`src/rtl/ifd_pkg.sv`:
```
package ifd_pkg;

    localparam int INSN_W  = 32;
    localparam int OPC_W   = 6;
    localparam int REG_W   = 5;
    localparam int IMM5_W  = 5;
    localparam int IMM16_W = 16;
    localparam int IMM26_W = 26;

    // Field positions; the decode and the register-file neighbour rely on them
    localparam int OPC_LSB = 0;
    localparam int IMM_LSB = OPC_LSB + OPC_W;
    localparam int XOP_LSB = IMM_LSB + IMM5_W;
    localparam int RC_LSB  = XOP_LSB + OPC_W;
    localparam int RB_LSB  = RC_LSB + REG_W;
    localparam int RA_LSB  = RB_LSB + REG_W;

    localparam logic [OPC_W-1:0] ESC_OPC = 6'h3A;

    typedef enum logic [1:0] {
        FMT_I = 2'd0,
        FMT_R = 2'd1,
        FMT_J = 2'd2
    } fmt_e;

    typedef enum logic [3:0] {
        OC_LOAD   = 4'd0,
        OC_STORE  = 4'd1,
        OC_ALUI   = 4'd2,
        OC_ALUR   = 4'd3,
        OC_CMP    = 4'd4,
        OC_BRANCH = 4'd5,
        OC_JUMP   = 4'd6,
        OC_CTRL   = 4'd7,
        OC_TRAP   = 4'd8,
        OC_NOP    = 4'd9
    } op_cls_e;

    localparam int NUM_CLS = 10;

    typedef enum logic [1:0] {
        SZ_BYTE = 2'd0,
        SZ_HALF = 2'd1,
        SZ_WORD = 2'd2
    } msize_e;

    typedef struct packed {
        logic [REG_W-1:0]   ra;
        logic [REG_W-1:0]   rb;
        logic [REG_W-1:0]   rc;
        logic [IMM5_W-1:0]  imm5;
        logic [IMM16_W-1:0] imm16;
        logic [IMM26_W-1:0] imm26;
        logic [OPC_W-1:0]   opc;
        logic [OPC_W-1:0]   xop;
    } fields_t;

    typedef struct packed {
        op_cls_e cls;
        logic    cls_vld;
        logic    illegal;
        logic    unimpl;
        msize_e  msize;
        logic    msigned;
    } dec_t;

    typedef struct packed {
        logic [REG_W-1:0]   ra;
        logic [REG_W-1:0]   rb;
        logic [REG_W-1:0]   rc;
        logic [IMM5_W-1:0]  imm5;
        logic [IMM16_W-1:0] imm16;
        logic [IMM26_W-1:0] imm26;
        fmt_e               fmt;
        logic [NUM_CLS-1:0] cls_oh;
        logic               illegal;
        logic               unimpl;
        msize_e             msize;
        logic               msigned;
    } dout_t;

    function automatic dec_t mk_cls(op_cls_e c);
        dec_t d;
        d         = '0;
        d.cls     = c;
        d.cls_vld = 1'b1;
        return d;
    endfunction

    function automatic dec_t mk_mem(op_cls_e c, msize_e s, logic sg);
        dec_t d;
        d         = mk_cls(c);
        d.msize   = s;
        d.msigned = sg;
        return d;
    endfunction

    function automatic dec_t mk_bad(logic is_unimpl);
        dec_t d;
        d         = '0;
        d.illegal = ~is_unimpl;
        d.unimpl  = is_unimpl;
        return d;
    endfunction

endpackage

```
`src/rtl/ifd_field_split.sv`:
```
module ifd_field_split
    import ifd_pkg::*;
(
    input  logic [INSN_W-1:0] insn,
    output fields_t           flds
);
    always_comb begin
        flds.opc   = insn[OPC_LSB +: OPC_W];
        flds.imm5  = insn[IMM_LSB +: IMM5_W];
        flds.imm16 = insn[IMM_LSB +: IMM16_W];
        flds.imm26 = insn[IMM_LSB +: IMM26_W];
        flds.xop   = insn[XOP_LSB +: OPC_W];
        flds.rc    = insn[RC_LSB +: REG_W];
        flds.rb    = insn[RB_LSB +: REG_W];
        flds.ra    = insn[RA_LSB +: REG_W];
    end
endmodule

```
`src/rtl/ifd_primary_dec.sv`:
```
module ifd_primary_dec
    import ifd_pkg::*;
(
    input  logic [OPC_W-1:0] opc,
    output dec_t             dec
);
    always_comb begin
        case (opc)
            6'h00, 6'h01:                      dec = mk_cls(OC_JUMP);
            6'h03, 6'h23:                      dec = mk_mem(OC_LOAD, SZ_BYTE, 1'b0);
            6'h07, 6'h27:                      dec = mk_mem(OC_LOAD, SZ_BYTE, 1'b1);
            6'h0B, 6'h2B:                      dec = mk_mem(OC_LOAD, SZ_HALF, 1'b0);
            6'h0F, 6'h2F:                      dec = mk_mem(OC_LOAD, SZ_HALF, 1'b1);
            6'h17, 6'h37:                      dec = mk_mem(OC_LOAD, SZ_WORD, 1'b0);
            6'h05, 6'h25:                      dec = mk_mem(OC_STORE, SZ_BYTE, 1'b0);
            6'h0D, 6'h2D:                      dec = mk_mem(OC_STORE, SZ_HALF, 1'b0);
            6'h15, 6'h35:                      dec = mk_mem(OC_STORE, SZ_WORD, 1'b0);
            6'h04, 6'h0C, 6'h14, 6'h1C,
            6'h24, 6'h2C, 6'h34, 6'h3C:        dec = mk_cls(OC_ALUI);
            6'h08, 6'h10, 6'h18, 6'h20,
            6'h28, 6'h30:                      dec = mk_cls(OC_CMP);
            6'h06, 6'h0E, 6'h16, 6'h1E,
            6'h26, 6'h2E, 6'h36:               dec = mk_cls(OC_BRANCH);
            6'h13, 6'h1B, 6'h33, 6'h3B:        dec = mk_cls(OC_NOP);
            6'h32, 6'h38:                      dec = mk_bad(1'b1);
            // escape opcode: the secondary decoder supplies the result
            ESC_OPC:                           dec = '0;
            default:                           dec = mk_bad(1'b0);
        endcase
    end
endmodule

```
`src/rtl/ifd_ext_dec.sv`:
```
module ifd_ext_dec
    import ifd_pkg::*;
(
    input  logic [OPC_W-1:0] xop,
    output dec_t             dec
);
    always_comb begin
        case (xop)
            6'h01, 6'h05, 6'h09, 6'h0D, 6'h1D: dec = mk_cls(OC_JUMP);
            6'h08, 6'h10, 6'h18, 6'h20,
            6'h28, 6'h30:                      dec = mk_cls(OC_CMP);
            6'h26, 6'h2E:                      dec = mk_cls(OC_CTRL);
            6'h2D, 6'h34:                      dec = mk_cls(OC_TRAP);
            6'h04, 6'h0C, 6'h29, 6'h36:        dec = mk_cls(OC_NOP);
            6'h02, 6'h03, 6'h06, 6'h07,
            6'h0B, 6'h0E, 6'h12, 6'h13,
            6'h16, 6'h17, 6'h1A, 6'h1B,
            6'h1C, 6'h1E, 6'h1F, 6'h24,
            6'h25, 6'h27, 6'h31, 6'h39,
            6'h3A, 6'h3B:                      dec = mk_cls(OC_ALUR);
            6'h14:                             dec = mk_bad(1'b1);
            default:                           dec = mk_bad(1'b0);
        endcase
    end
endmodule

```
`src/rtl/ifd_out_stage.sv`:
```
module ifd_out_stage #(
    parameter int W      = 8,
    parameter bit ENABLE = 1'b1
) (
    input  logic         clk,
    input  logic         rst,
    input  logic [W-1:0] d,
    output logic [W-1:0] q
);
    generate
        if (ENABLE) begin : g_reg
            logic [W-1:0] q_r;
            always_ff @(posedge clk) begin
                if (rst) q_r <= '0;
                else     q_r <= d;
            end
            assign q = q_r;
        end else begin : g_thru
            assign q = d;
        end
    endgenerate
endmodule

```
`src/rtl/insn_fmt_decoder.sv`:
```
module insn_fmt_decoder
    import ifd_pkg::*;
#(
    parameter bit OUT_STAGE = 1'b1
) (
    input  logic               clk,
    input  logic               rst,
    input  logic [INSN_W-1:0]  insn_i,
    output logic [1:0]         fmt_o,
    output logic [REG_W-1:0]   reg_a_o,
    output logic [REG_W-1:0]   reg_b_o,
    output logic [REG_W-1:0]   reg_c_o,
    output logic [IMM5_W-1:0]  imm5_o,
    output logic [IMM16_W-1:0] imm16_o,
    output logic [IMM26_W-1:0] imm26_o,
    output logic [NUM_CLS-1:0] op_class_o,
    output logic [1:0]         mem_size_o,
    output logic               mem_signed_o,
    output logic               illegal_o,
    output logic               unimpl_o
);
    localparam int DOUT_W = $bits(dout_t);

    fields_t flds;
    dec_t    pdec, xdec, sel;
    logic    is_esc;
    dout_t   comb_out, reg_out;
    logic [DOUT_W-1:0] stage_q;

    ifd_field_split u_split (.insn(insn_i), .flds(flds));
    ifd_primary_dec u_pdec  (.opc(flds.opc), .dec(pdec));
    ifd_ext_dec     u_xdec  (.xop(flds.xop), .dec(xdec));

    assign is_esc = (flds.opc == ESC_OPC);
    assign sel    = is_esc ? xdec : pdec;

    generate
        for (genvar i = 0; i < NUM_CLS; i++) begin : g_oh
            assign comb_out.cls_oh[i] = sel.cls_vld && (sel.cls == op_cls_e'(i));
        end
    endgenerate

    always_comb begin
        comb_out.ra      = flds.ra;
        comb_out.rb      = flds.rb;
        comb_out.rc      = flds.rc;
        comb_out.imm5    = flds.imm5;
        comb_out.imm16   = flds.imm16;
        comb_out.imm26   = flds.imm26;
        if (is_esc)                     comb_out.fmt = FMT_R;
        else if (flds.opc[OPC_W-1:1] == '0) comb_out.fmt = FMT_J;
        else                            comb_out.fmt = FMT_I;
        comb_out.illegal = sel.illegal;
        comb_out.unimpl  = sel.unimpl;
        comb_out.msize   = sel.msize;
        comb_out.msigned = sel.msigned;
    end

    ifd_out_stage #(.W(DOUT_W), .ENABLE(OUT_STAGE)) u_stage (
        .clk (clk),
        .rst (rst),
        .d   (comb_out),
        .q   (stage_q)
    );

    assign reg_out      = dout_t'(stage_q);
    assign fmt_o        = reg_out.fmt;
    assign reg_a_o      = reg_out.ra;
    assign reg_b_o      = reg_out.rb;
    assign reg_c_o      = reg_out.rc;
    assign imm5_o       = reg_out.imm5;
    assign imm16_o      = reg_out.imm16;
    assign imm26_o      = reg_out.imm26;
    assign op_class_o   = reg_out.cls_oh;
    assign mem_size_o   = reg_out.msize;
    assign mem_signed_o = reg_out.msigned;
    assign illegal_o    = reg_out.illegal;
    assign unimpl_o     = reg_out.unimpl;
endmodule

```
`config.mk`:
```
export PLATFORM = sky130hd
export DESIGN_NAME = insn_fmt_decoder
export DESIGN_NICKNAME = d
export VERILOG_FILES = /design/src/rtl/ifd_pkg.sv /design/src/rtl/ifd_field_split.sv /design/src/rtl/ifd_primary_dec.sv /design/src/rtl/ifd_ext_dec.sv /design/src/rtl/ifd_out_stage.sv /design/src/rtl/insn_fmt_decoder.sv
export SDC_FILE = /design/constraint.sdc
export NUM_CORES = 1
export LEC_CHECK = 0
export ABC_AREA = 1
export CAP_MARGIN = 20
export CORE_ASPECT_RATIO = 1.25
export CORE_MARGIN = 3
export CORE_UTILIZATION = 54
export DETAILED_ROUTE_END_ITERATION = 16
export GPL_ROUTABILITY_DRIVEN = 0
export HOLD_SLACK_MARGIN = 0.06
export PLACE_DENSITY_LB_ADDON = 0.05
export SYNTH_ARGS = -nofsm -noshare
export SYNTH_HDL_FRONTEND = slang
export SYNTH_HIERARCHICAL = 1
export SYNTH_SLANG_ARGS = --single-unit
export TNS_END_PERCENT = 5
```
`constraint.sdc`:
```
create_clock -name clk -period 3.2 [get_ports clk]
set_clock_uncertainty 0.1 [all_clocks]
set_input_delay 0.48 -clock clk [delete_from_list [all_inputs] [get_ports clk]]
set_output_delay 0.48 -clock clk [all_outputs]
set_load 0.05 [all_outputs]
```
==> results summary, run 1 <==
Dividing the detail-routed via count by the number of cells gives approximately 4.6. The number of remaining DRC errors came out at 0. The share of the Yosys chip area taken by registers is between 30% and 40%. The worst slew margin relative to its limit came out at approximately 53%. The worst-case setup margin in the final layout came out at ~0.78 ns. The count of buffers added on input and output ports is 112.

The post-synthesis cell count is 606. For the finished layout, the period the worst path requires is ~2.4 ns. The number of sinks driven by the clock tree came out at 79.

The number of maximum-capacitance violations came out at 0. For this design, the CTS-stage hold fixing added 0 buffers. Counting distinct cell types in the post-synthesis netlist gives 29.

The boundary pin count is 113. Based on the critical path, the design can be clocked at up to approximately 0.41 GHz. The number of failing hold endpoints at the final stage came out at 0. The total track usage came out at between 10% and 20%. The synthesized netlist occupies a cell area of between 0.004 and 0.005 sq mm. In the final routed layout, each cell accounts on average for 11.39 microns. The starting utilization of the core area is a little under three fifths. The count of endpoints failing setup in the final report came out at 0. The number of buffers on the longest clock path came out at 2. The total number of vias came out at between 3,000 and 4,000. The routed design has 8407 microns of wire. The estimated wirelength of the detail-placed design came out at 6452 microns.

The final cell count without fillers came out at between 700 and 800. The net total in the final layout is between 600 and 700. The CTS H-tree depth is 3. Data arrives at the worst endpoint at between 2 and 3 ns. The maximum fanout along the worst path came out at 6. The average footprint of a synthesized cell came out at around 7.1 sq um. The final-report max-slew violation count came to 0. In the final layout, the share of cells above drive strength 1 is between 8 and 9%. The total global routing overflow came out at 0. The pin count of the biggest net entering global routing came out at 43. The number of antenna diodes in the final layout is 0. The maximum vdd ir drop is 455.9 uV. The critical path goes through clkdlybuf4s50_1, inv_1, ha_1, nand2_1, nand2_1, nand3_1, nand2_1, nor2_1, nand2_1, nand2_2, nand3_1, nor2_1, inv_1, nor2_1.

The number of global-route vias before repair came out at about 3,100. The count of standard-cell rows came out at 35. In this run the worst hold path is classified as in -> reg. The cell that appears most often on the critical path is nand2_1.

The pre-CTS worst setup slack is about 0.40 ns. STA classifies the critical path startpoint as an input port. The flop and latch count out of synthesis came out at 79.

The run finished with clean final reports. The relative area change from synthesis to final layout is 19.29%. The register with the most flip-flops in the layout has between 70 and 80 of them. The slew at the pin closest to its max-slew limit is 0.7041 ns. The horizontal die dimension is approximately 86 microns. The type of the worst setup path is in -> reg. Summed over all cells, the static leakage comes to roughly 2.6 nW. The power per cell area came out at 502.0 mW/mm^2. The standard cell with the maximum stage delay on the critical path is clkdlybuf4s50_1. The placed instance count is approximately 720. The tree is rooted in a clkbuf_8. In this run, post-CTS repair resized a total of 0 instances. The share of the cycle needed by the critical path after routing is about three quarters.

Once the clock tree was built, the setup fixing pass inserted 0 buffers. Setup repair after global routing left no endpoint under its margin. The CTS tree is built. The number of buffers created by CTS came out at 9. The number of warnings reported in the yosys synthesis log came out at 6.

Setup total negative slack on the finished layout was measured at 0 ns. The global-route wire length before repair is 14,160 microns. The detailed router's first-iteration violation count came out at roughly 110.

The core utilization of the finished layout is about two thirds. Clock-pin slew was measured on the worst setup and hold paths at about 0.080 ns. The floorplan step defined a die boundary enclosing around 0.0090 sq mm. After floorplanning, the core was sized to cover approximately 0.0075 sq mm. The data required time at the worst endpoint is 3.37 ns. The die is ~110 microns tall. STA classifies the critical path endpoint as a register.

The longest individual stage delay on the worst path came out at 0.63 ns. The first TritonRoute pass finished after 5 iterations. The initial antenna violation count came to 0. The number of routed nets with antenna violations came out at 0.
logic make-up after synthesis:
group	Yosys count	synth area share, %
AOI/OAI and AO/OA	19	2.546
adders and majority gates	15	4.390
buffers and inverters	213	27.71
DFF	79	36.99
other	1	0.08771
and+or+nand+nor	279	28.27
final timing paths:
| check | from | end | slack [ns] | depth (start not counted) |
|---|---|---|---|---|
| min | rst | u_stage/q[38]$_SDFF_PP0_ | 0.57 | 2 |
| max | insn_i[0] | u_stage/q[14]$_SDFF_PP0_ | 0.78 | 14 |
Yosys cell counts, drive strengths merged:
cell type	instances	share of area (%)
conb	1	0.088
o21ai	6	0.70
o22ai	2	0.29
inv	114	10
nand3	44	5.5
ha	15	4.4
dfxtp	79	37
a22oi	1	0.18
nor4	2	0.29
nand3b	2	0.35
nor3b	1	0.18
nor3	4	0.47
a21oi	8	1.0
clkinv	2	0.18
nand2	122	12
o211ai	2	0.35
nand4	1	0.15
nor2	103	9.7
buf	97	17
layer usage:
layer	routed length, microns	track usage, %	share of wire [%]	vias up
li1	-	-	-	1771
met2	4432	35.78	53	115
met4	124	6.787	1.5	0
met3	484	3.440	5.8	10
met5	0	0	0	-
met1	3365	21.70	40	1510
through the flow:
| step | hold slack (ns) | instance area [sq um] | total power [W] |
|---|---|---|---|
| floorplan | 0.5768 | 4283 | 0.001503 |
| detailed placement | 0.9293 | 4822 | 0.001606 |
| global route | 0.5523 | 5100 | 0.002686 |
| global placement | 0.9122 | 4822 | 0.001599 |
| finish | 0.5681 | 5100 | 0.002560 |
| CTS | 0.5489 | 5100 | 0.002586 |
layout by cell type (no fill, tap or decap), types with 6 or more instances in the layout:
cell / synthesis / layout
buf_4: 81 / 7
inv_2: 6 / 6
nand2_2: 15 / 15
clkdlybuf4s50_1: 0 / 111
a21oi_1: 7 / 7
ha_1: 15 / 15
nand2_1: 107 / 107
nand3_1: 41 / 41
nor2_1: 97 / 97
clkbuf_8: 0 / 10
dfxtp_1: 79 / 79
inv_1: 107 / 107
final cells by class:
class | count | area, sq um
Sequential cell | 79 | 1582
Clock inverter | 6 | 140.1
Inverter | 116 | 440.4
Fill cell | 648 | 2432
Clock buffer | 10 | 137.6
Timing Repair Buffer | 119 | 1169
Multi-Input combinational cell | 316 | 1516
Tap cell | 92 | 115.1
critical path, delay by kind of cell:
family	cells	cell delay [ns]
AND/OR/NAND/NOR	10	0.86
adder cells (fa/ha/maj)	1	0.40
buffers and inverters	3	0.86
report_power, final:
group	switching (W)	total (W)	internal, W	leakage [nW]
Combinational	0.000355	0.000541	0.000185	1.76
Sequential	0.0000121	0.00104	0.00103	0.655
Clock	0.000353	0.000977	0.000625	0.139
Total	0.000720	0.00256	0.00184	2.55
Note: power is estimated with default switching activity, not from simulation.
==> inputs of run 2 (changes only) <==
--- a/config.mk
+++ b/config.mk
@@ -9,7 +9,7 @@
 export CAP_MARGIN = 20
 export CORE_ASPECT_RATIO = 1.25
 export CORE_MARGIN = 3
-export CORE_UTILIZATION = 54
+export CORE_UTILIZATION = 45
 export DETAILED_ROUTE_END_ITERATION = 16
 export GPL_ROUTABILITY_DRIVEN = 0
 export HOLD_SLACK_MARGIN = 0.06
==> constraint.sdc (replaced) <==
create_clock -name clk -period 2.2 [get_ports clk]
set_clock_uncertainty 0.1 [all_clocks]
set_input_delay 0.33 -clock clk [delete_from_list [all_inputs] [get_ports clk]]
set_output_delay 0.33 -clock clk [all_outputs]
set_load 0.05 [all_outputs]
==> run 2 against run 1 <==
Against the previous run:
- routed wire length grew 1.7%
- die area grew 19%
- sequential power grew 46%
- sequential cell count is the same
- first-iteration DRC count grew 9.4%
- worst setup slack lost 0.60 ns
- clock power grew 33%
- worst hold slack lost 0.26 ns
- critical path type unchanged
- critical endpoint is now u_stage/q[13]$_SDFF_PP0_
==> results summary, run 2 (synthesis gave the netlist of run 1 again) <==
The run finished with clean final reports. The tightest min-delay check is of the in -> reg type. The most repeated library cell on the critical path is nand2_1. The signal on the critical path passes through clkdlybuf4s50_1, buf_4, nand2_1, nand2_1, nand2_1, nand3_1, nand2_1, nand3_1, nand3b_1, nand2_2, nand3_2, nor2_1, inv_1, nor2_1. The detailed router's first-iteration violation count is 116. The estimated wirelength of the detail-placed design came out at ~6600 microns.

In the final routed layout, each cell accounts on average for about 11 microns. Once detail routing completed, the nets flagged for antenna violations numbered 0. The relative area change from synthesis to final layout is 27.22%. No sink is reached through more buffers than the 2 on the longest clock path. The worst slew margin relative to its limit is between 60% and 70%. The CTS H-tree depth is 3. The static leakage is between 2 and 3 nW. The via density per instance came out at roughly 4.3. The share of the cycle needed by the critical path after routing is 91.98%. The total global routing overflow is 0. The core utilization of the finished layout is between 50 and 60%. The storage element area came out at 0.001582 sq mm.

The area used by multi-input combinational logic came out at around 0.0016 sq mm. The share of cells above drive strength 1 is 13.52%. The total inserted antenna cells came out at 0.

The data arrival at the endpoint of the critical path came out at roughly 2.2 ns. The slowest stage of the critical path is the clkdlybuf4s50_1 cell. The initial antenna violation count came to 0. The cell chosen for the clock root is clkbuf_16. For this run, the total global-route usage over all layers was measured as between 10% and 20%. Entering global routing, the biggest net connects 80 pins. The number of sinks driven by the clock tree is ~80. The boundary pin count is around 110. The horizontal die dimension is around 93 microns.

The maximum fanout along the worst path is 7. The critical path is of the in -> reg type. Summed over all nets, the switching power comes to 0.001044 W. The pre-CTS worst setup slack is -0.2963 ns. The number of failing hold endpoints at the final stage is 0. The internal power is 0.002625 W.

The CTS tree is built. The highest attainable clock frequency came out at 0.4942 GHz. The number of global-route vias before repair came out at approximately 3,200. After detailed routing, the total wire length is 8551 microns. For the pin with the worst max-slew slack, the measured transition is 0.5582 ns. The register with the most flip-flops in the layout has 79 of them. The clock network power share came out at between 30 and 40%. For this run, the detailed router's first-pass iteration total came to 4. Clock-pin slew was measured on the worst setup and hold paths at ~0.050 ns.

Leaving out fill and tap cells, the most frequent cells in the layout are clkdlybuf4s50_1, nand2_1, inv_1, nor2_1, dfxtp_1. The number of remaining DRC errors came out at 0. The data required time at the worst endpoint is approximately 2.4 ns. The global-route wire length before repair came out at approximately 14,000 microns. The type of element capturing the critical path is a register.

The critical path contains buffers and inverters numbering 3 combined. Per report_power, the combinational group accounts for a little under a quarter of the total. Of the total power, the share spent switching nets is 28.45%. The number of buffers created by CTS is 9. The longest individual stage delay on the worst path is roughly 0.56 ns. The starting utilization of the core area is 46.36%. For this design, the CTS-stage hold fixing added 0 buffers. The count of endpoints failing setup in the final report came out at 0. The final layout contains ~720 nets. The worst-case setup margin in the final layout came out at 0.1764 ns. Setup repair after global routing left no endpoint under its margin.

Detailed routing inserted a total of between 3,000 and 4,000 vias. The power per cell area came out at 674.6 mW/mm^2. The core region area is slightly above 0.009 sq mm. The critical path startpoint category is an input port. The die boundary height is 115.0 microns. The count of standard-cell rows is 39.

The number of maximum-capacitance violations came out at 0. The die covers approximately 0.011 sq mm. The number of filler instances in the final layout came out at about 840. The maximum vdd ir drop came out at approximately 340 uV. The final-report max-slew violation count is 0.

The buffer count from post-CTS setup fixing is 0. With fillers left out, the area of the finished cells amounts to roughly 0.0054 sq mm. The area after detailed placement came out at between 0.005 and 0.006 sq mm.

The post-route minimum period is ~2.0 ns. Leaving out fill and tap cells, the most frequent cell in the layout is clkdlybuf4s50_1. The count of input and output buffers came out at roughly 110.

The fraction of power consumed by sequential logic came out at between 40 and 50%. The cell family contributing the most delay on the critical path is simple AND/OR/NAND/NOR gates.
run 2: cell count changes in the layout (fill, tap and decap cells not counted), sizes merged:
cell | before | now
buf | 8 | 37
bufinv | 4 | 0
clkbuf | 10 | 13
clkdlybuf4s50 | 111 | 109
dlymetal6s2s | 0 | 2
inv | 115 | 114
run 2: stage by stage:
stage          std cells  hold slack [ns]  total power, W  setup TNS [ns]
2_1_floorplan        608           0.4268        0.002187               0
3_3_place_gp         782           0.7157        0.002376          -1.925
3_5_place_dp         782           0.7226        0.002383          -2.611
4_1_cts              796           0.3799        0.003698               0
5_1_grt              796           0.3298        0.003826               0
6_report             796           0.3113        0.003669               0
run 2: what timing repair did:
| action | 4_1_cts | 5_1_grt |
|---|---|---|
| gates resized for setup | 0 | 18 |
| endpoints found under the setup margin | 0 | 10 |
| hold endpoints to repair | 0 | 0 |
run 2: routing by layer:
| metal | GRT usage [%] | vias to the layer above | part of all wire, % |
|---|---|---|---|
| met4 | 8.016 | 0 | 2.3 |
| met1 | 17.78 | 1497 | 41 |
| met3 | 2.880 | 17 | 5.9 |
| li1 | - | 1826 | - |
| met2 | 30.32 | 115 | 51 |
| met5 | 0 | - | 0 |
run 2: area by class of cell:
type                    count  share of cell area [%]
clock buffers              13                   4.785
clock inverters             1                 0.09202
inverters                 116                   8.144
multi-input cells         316                   28.89
flip-flops and latches     79                   29.08
well taps                 123                   2.830
repair buffers            148                   26.18
run 2: path summary, 6_finish.rpt:
check	from	to	slack (ns)	depth (start not counted)
min	insn_i[11]	u_stage/q[22]$_SDFF_PP0_	0.31	4
max	insn_i[15]	u_stage/q[13]$_SDFF_PP0_	0.18	14
run 2: power by group through the flow:
stage / sequential (W) / clock (W) / combinational [W]
2_1_floorplan: 0.00180 / 0 / 0.000392
3_3_place_gp: 0.00155 / 0 / 0.000829
3_5_place_dp: 0.00155 / 0 / 0.000834
4_1_cts: 0.00152 / 0.00134 / 0.000838
5_1_grt: 0.00152 / 0.00138 / 0.000918
6_report: 0.00152 / 0.00130 / 0.000846
